### src/rtl/nand_seq_pkg.sv
package nand_seq_pkg;

    typedef enum logic [2:0] {
        S_IDLE,
        S_WAIT_PRE,
        S_SETUP,
        S_HOLD,
        S_SETTLE,
        S_WAIT_POST,
        S_DONE,
        S_TIMEOUT
    } seq_state_t;

    typedef enum logic {
        LAT_CMD,
        LAT_ADDR
    } latch_kind_t;

    localparam logic [7:0] OP_READ        = 8'h00;
    localparam logic [7:0] OP_CONFIRM     = 8'h30;
    localparam logic [7:0] OP_SPARE_SMALL = 8'h50;

endpackage

### src/rtl/nand_cycle_timer.sv
module nand_cycle_timer #(
    parameter int CNT_W = 8
) (
    input  logic             clk,
    input  logic             rst_n,
    input  logic             clear,
    output logic [CNT_W-1:0] count
);
    always_ff @(posedge clk or negedge rst_n) begin
        if (!rst_n) begin
            count <= '0;
        end else if (clear) begin
            count <= '0;
        end else if (count != {CNT_W{1'b1}}) begin
            count <= count + 1'b1;
        end
    end
endmodule

### src/rtl/nand_addr_gen.sv
module nand_addr_gen
    import nand_seq_pkg::*;
#(
    parameter int LARGE_PAGE      = 1,
    parameter int EXTRA_ADDR      = 0,
    parameter int BUS16           = 0,
    parameter int BLOCK_W         = 12,
    parameter int PAGE_W          = 6,
    parameter int COL_W           = 12,
    parameter int PAGES_PER_BLOCK = 64,
    parameter int STEP_W          = 3
) (
    input  logic [BLOCK_W-1:0] block_i,
    input  logic [PAGE_W-1:0]  page_i,
    input  logic [COL_W-1:0]   col_i,
    input  logic               spare_i,
    input  logic [STEP_W-1:0]  step_i,
    output logic [7:0]         byte_o,
    output latch_kind_t        kind_o,
    output logic               last_o
);
    localparam int ROW_W      = 20;
    localparam int PAGE_BYTES = (LARGE_PAGE != 0) ? 2048 : 512;
    localparam int NSTEP      = (LARGE_PAGE != 0) ? (6 + EXTRA_ADDR) : (4 + EXTRA_ADDR);

    logic [ROW_W-1:0] row;
    logic [15:0]      col_off;
    logic [15:0]      col_wire;
    logic             unused_bits;

    assign row = ROW_W'(block_i) * ROW_W'(PAGES_PER_BLOCK) + ROW_W'(page_i);

    always_comb begin
        col_off = 16'(col_i);
        if ((LARGE_PAGE != 0) && spare_i) begin
            col_off = col_off + 16'(PAGE_BYTES);
        end
    end

    generate
        if (BUS16 != 0) begin : g_word_bus
            assign col_wire = col_off >> 1;
        end else begin : g_byte_bus
            assign col_wire = col_off;
        end
    endgenerate

    assign last_o      = (step_i == STEP_W'(NSTEP - 1));
    assign unused_bits = ^{col_wire, row};

    generate
        if (LARGE_PAGE != 0) begin : g_large
            always_comb begin
                byte_o = 8'h00;
                kind_o = LAT_ADDR;
                case (step_i)
                    STEP_W'(0): begin byte_o = OP_READ;        kind_o = LAT_CMD; end
                    STEP_W'(1): byte_o = col_wire[7:0];
                    STEP_W'(2): byte_o = col_wire[15:8];
                    STEP_W'(3): byte_o = row[7:0];
                    STEP_W'(4): byte_o = row[15:8];
                    STEP_W'(5): begin
                        if (EXTRA_ADDR != 0) begin
                            byte_o = {4'h0, row[19:16]};
                        end else begin
                            byte_o = OP_CONFIRM;
                            kind_o = LAT_CMD;
                        end
                    end
                    default: begin byte_o = OP_CONFIRM;   kind_o = LAT_CMD; end
                endcase
            end
        end else begin : g_small
            always_comb begin
                byte_o = 8'h00;
                kind_o = LAT_ADDR;
                case (step_i)
                    STEP_W'(0): begin
                        byte_o = spare_i ? OP_SPARE_SMALL : OP_READ;
                        kind_o = LAT_CMD;
                    end
                    STEP_W'(1): byte_o = col_wire[7:0];
                    STEP_W'(2): byte_o = row[7:0];
                    STEP_W'(3): byte_o = row[15:8];
                    default:    byte_o = {4'h0, row[19:16]};
                endcase
            end
        end
    endgenerate
endmodule

### src/rtl/nand_read_seq.sv
module nand_read_seq
    import nand_seq_pkg::*;
#(
    parameter int LARGE_PAGE      = 1,
    parameter int EXTRA_ADDR      = 0,
    parameter int BUS16           = 0,
    parameter int BLOCK_W         = 12,
    parameter int PAGE_W          = 6,
    parameter int COL_W           = 12,
    parameter int PAGES_PER_BLOCK = 64,
    parameter int STROBE_CYCLES   = 2,
    parameter int SETTLE_CYCLES   = 2,
    parameter int TIMEOUT_CYCLES  = 4096
) (
    input  logic               clk,
    input  logic               rst_n,
    input  logic               start_i,
    input  logic [BLOCK_W-1:0] block_i,
    input  logic [PAGE_W-1:0]  page_i,
    input  logic [COL_W-1:0]   col_i,
    input  logic               spare_i,
    input  logic               rdy_i,
    output logic [7:0]         io_o,
    output logic               io_oe_o,
    output logic               cle_o,
    output logic               ale_o,
    output logic               ce_n_o,
    output logic               we_n_o,
    output logic               busy_o,
    output logic               done_o,
    output logic               timeout_o
);
    localparam int STEP_W = 3;
    localparam int CNT_W  = $clog2(TIMEOUT_CYCLES + STROBE_CYCLES + SETTLE_CYCLES + 2);

    seq_state_t         state_q, state_d;
    logic [STEP_W-1:0]  step_q;
    logic [BLOCK_W-1:0] block_q;
    logic [PAGE_W-1:0]  page_q;
    logic [COL_W-1:0]   col_q;
    logic               spare_q;
    logic [CNT_W-1:0]   cnt;
    logic [7:0]         cur_byte;
    latch_kind_t        cur_kind;
    logic               cur_last;
    logic               strobe_end, settle_end, wait_expired;

    nand_cycle_timer #(.CNT_W(CNT_W)) u_timer (
        .clk   (clk),
        .rst_n (rst_n),
        .clear (state_d != state_q),
        .count (cnt)
    );

    nand_addr_gen #(
        .LARGE_PAGE      (LARGE_PAGE),
        .EXTRA_ADDR      (EXTRA_ADDR),
        .BUS16           (BUS16),
        .BLOCK_W         (BLOCK_W),
        .PAGE_W          (PAGE_W),
        .COL_W           (COL_W),
        .PAGES_PER_BLOCK (PAGES_PER_BLOCK),
        .STEP_W          (STEP_W)
    ) u_addr (
        .block_i (block_q),
        .page_i  (page_q),
        .col_i   (col_q),
        .spare_i (spare_q),
        .step_i  (step_q),
        .byte_o  (cur_byte),
        .kind_o  (cur_kind),
        .last_o  (cur_last)
    );

    assign strobe_end   = (cnt == CNT_W'(STROBE_CYCLES - 1));
    assign settle_end   = (cnt == CNT_W'(SETTLE_CYCLES - 1));
    assign wait_expired = (cnt == CNT_W'(TIMEOUT_CYCLES - 1));

    // State register, byte index and captured operands
    always_ff @(posedge clk or negedge rst_n) begin
        if (!rst_n) begin
            state_q <= S_IDLE;
            step_q  <= '0;
            block_q <= '0;
            page_q  <= '0;
            col_q   <= '0;
            spare_q <= 1'b0;
        end else begin
            state_q <= state_d;
            if (state_q == S_IDLE && start_i) begin
                step_q  <= '0;
                block_q <= block_i;
                page_q  <= page_i;
                col_q   <= col_i;
                spare_q <= spare_i;
            end else if (state_q == S_HOLD && strobe_end && !cur_last) begin
                step_q <= step_q + 1'b1;
            end
        end
    end

    // Next-state logic
    always_comb begin
        state_d = state_q;
        unique case (state_q)
            S_IDLE:      if (start_i) state_d = S_WAIT_PRE;
            S_WAIT_PRE: begin
                if (rdy_i)             state_d = S_SETUP;
                else if (wait_expired) state_d = S_TIMEOUT;
            end
            S_SETUP:     if (strobe_end) state_d = S_HOLD;
            S_HOLD: begin
                if (strobe_end) state_d = cur_last ? S_SETTLE : S_SETUP;
            end
            S_SETTLE:    if (settle_end) state_d = S_WAIT_POST;
            S_WAIT_POST: begin
                if (rdy_i)             state_d = S_DONE;
                else if (wait_expired) state_d = S_TIMEOUT;
            end
            S_DONE:      state_d = S_IDLE;
            S_TIMEOUT:   state_d = S_IDLE;
            default:     state_d = S_IDLE;
        endcase
    end

    // Outputs decoded from the state register
    always_comb begin
        io_o      = 8'h00;
        io_oe_o   = 1'b0;
        cle_o     = 1'b0;
        ale_o     = 1'b0;
        ce_n_o    = 1'b1;
        we_n_o    = 1'b1;
        busy_o    = (state_q != S_IDLE);
        done_o    = (state_q == S_DONE);
        timeout_o = (state_q == S_TIMEOUT);
        unique case (state_q)
            S_WAIT_PRE, S_SETTLE, S_WAIT_POST: ce_n_o = 1'b0;
            S_SETUP, S_HOLD: begin
                ce_n_o  = 1'b0;
                io_oe_o = 1'b1;
                io_o    = cur_byte;
                cle_o   = (cur_kind == LAT_CMD);
                ale_o   = (cur_kind == LAT_ADDR);
                we_n_o  = (state_q == S_HOLD);
            end
            default: ;
        endcase
    end
endmodule

### config.mk
export PLATFORM = sky130hd
export DESIGN_NAME = nand_read_seq
export DESIGN_NICKNAME = d
export VERILOG_FILES = /design/src/rtl/nand_seq_pkg.sv /design/src/rtl/nand_cycle_timer.sv /design/src/rtl/nand_addr_gen.sv /design/src/rtl/nand_read_seq.sv
export SDC_FILE = /design/constraint.sdc
export NUM_CORES = 1
export LEC_CHECK = 0
export ABC_AREA = 1
export CAP_MARGIN = 20
export CORE_UTILIZATION = 45
export DETAILED_ROUTE_END_ITERATION = 8
export PLACE_DENSITY = 0.73
export SLEW_MARGIN = 25
export SYNTH_ARGS = -nofsm -noshare
export SYNTH_HDL_FRONTEND = slang
export SYNTH_HIERARCHICAL = 1
export SYNTH_SLANG_ARGS = --single-unit
### constraint.sdc
create_clock -name clk -period 2.12 [get_ports clk]
set_input_delay 0.424 -clock clk [delete_from_list [all_inputs] [get_ports clk]]
set_output_delay 0.424 -clock clk [all_outputs]
set_load 0.02 [all_outputs]
==> results.sh <==
export IMPL_outcome="complete, no violations"
export IMPL_grt_use_total_pct=22.5
export IMPL_holdCritPathClass="in2async"
export IMPL_path_class="reg2out"
export IMPL_die_area_mm2=0.00655
export IMPL_cap_viol_max_count=0
export IMPL_synthesis_nets=427
export IMPL_period_needed_ns=2.05
export IMPL_powerDensity_mw_per_mm2=1070
export IMPL_final_nets=507
export IMPL_antenna_cells=0
export IMPL_core_area_mm2=0.00596
export IMPL_clock_fmax_ghz=0.487
export IMPL_critPathLaunchType="register"
export IMPL_leakage_nw=1.94
export IMPL_final_common_cell="nand2_1"
export IMPL_gp_congestion=0.887
export IMPL_cts_buffers_inserted=5
export IMPL_worst_r2r_setup_slack_ns=0.20
export IMPL_syn_to_final_growth_pct=30.5
export IMPL_grt_setup_unrepaired="no"
export IMPL_mostFrequentLayoutCells="nand2_1 (142), dfrtp_1 (46), nor2_1 (38), buf_4 (38), nand3_1 (34)"
export IMPL_dp_cells=533
export IMPL_drt_first_pass_iters=4
export IMPL_cp_end_kind="output port"
export IMPL_critPathMaxFanout=4
export IMPL_cts_root_buffer="clkbuf_8"
export IMPL_rows=28
export IMPL_worst_slew_pin_slew_ns=0.583
export IMPL_grt_pass1_vias=2429
export IMPL_fin_tns_setup_ns=0
export IMPL_port_buffer_count=48
export IMPL_grt_max_degree=35
export IMPL_cts_max_level=2
export IMPL_synth_warnings=6
export IMPL_grt_first_pass_wirelength_um=11100
export IMPL_drive_above_1_share_pct=19.1
export IMPL_grt_overflow=0
export IMPL_cts_sinks=48
export IMPL_cts_hold_buf=0
export IMPL_fin_crit_sh_pct=96.8
export IMPL_cts_tree="done"
export IMPL_wl_per_cell_um=12.8
export IMPL_via_per_inst=5.04
export IMPL_path_clk_slew_ns=0.09
export IMPL_fin_util_pct=61.4
export IMPL_antenna_found_initial=0
export IMPL_die_height_um=80.9
export IMPL_drtIter0Drc=162
export IMPL_slew_violations=0
export IMPL_ios=51
export IMPL_drc_errors=0
export IMPL_relSlewSlack_pct=61.2
export IMPL_dp_hpwl_um=5130
export IMPL_synth_avg_cell_area_um2=7.20
export IMPL_fin_worst_skew_ns=0.00738
export IMPL_hold_viol=0
export IMPL_finalWirelength_um=6990
export IMPL_reg2reg_to="u_timer/count[2]"
export IMPL_crit_arrival_ns=1.63
export IMPL_clock_path_buffers=2
export IMPL_netlist_area_mm2=0.00280
export IMPL_initial_core_util_pct=47.1
export IMPL_final_antenna_net_count=0
export IMPL_r2r_start="u_timer/count[4]"
export IMPL_syn_inst=389
export IMPL_ir_drop_mv=0.608
export IMPL_finalWorstSetupSlack_ns=0.0677
export IMPL_reg2reg_depth=13
export IMPL_clock_latency_ns=0.32
export IMPL_die_w_um=80.9
export IMPL_nFillCells=565
export IMPL_place_ws_ns=-0.0773
export IMPL_finalSetupViolCount=0
export IMPL_required_ns=1.70
export IMPL_final_cells=545
export IMPL_total_power_mw=3.91
export IMPL_vias=2747
## power breakdown
group	total, mW	switching (mW)	internal, mW	leakage (nW)
registers	1.46	0.226	1.23	0.616
clock network	0.694	0.338	0.356	0.0583
logic	1.76	1.05	0.706	1.26
total	3.91	1.62	2.29	1.94
## worst max-delay path, stage by stage, from the launching register on
cell and delay (ns):
dfrtp_1 0.45, nor2_4 0.14, buf_4 0.13, clkdlybuf4s50_1 0.60
## state kept, by name (all words and copies together), names as in the netlist
register / cells
col_q: 12
step_q: 3
u_timer/count: 13
spare_q: 1
state_q: 3
block_q: 10
page_q: 6
## area by class of cell
type	instances	area (um^2)	share of cell area (%)
clock buffer	5	68.8	1.88
clock inverter	3	47.5	1.30
inverter	39	151	4.14
multi-input combinational	289	1380	37.8
sequential	48	1200	32.9
tap	75	93.8	2.57
timing repair buffer	86	709	19.4
## per-stage QoR
stage | hold slack [ns] | area (um^2)
floorplan | 0.128 | 2800
global placement | 0.456 | 3550
detailed placement | 0.461 | 3550
CTS | 0.109 | 3680
global route | 0.146 | 3660
finish | 0.0988 | 3660
## per-layer routing
metal | GRT usage (%) | wire length (um)
met1 | 30.4 | 3270
met2 | 35.9 | 3310
met3 | 5.06 | 311
met4 | 6.43 | 94
met5 | 0 | 0
## what timing repair did
item,4_1_cts,5_1_grt
pin swaps,0,1
endpoints found under the setup margin,13,10
gates resized for setup,26,21
buffers inserted,2,2
## worst max path at each step
stage                          start                 to  slack (ns)
after floorplan            step_q[1]  u_timer/count[10]        0.16
after global placement     step_q[0]              ale_o       -0.06
after detailed placement   step_q[0]            io_o[6]       -0.08
after CTS                  step_q[0]            io_o[6]       -0.07
after global routing       step_q[1]            io_o[6]        0.01
final                     state_q[2]            io_oe_o        0.07
Note: power is estimated with default switching activity, not from simulation.
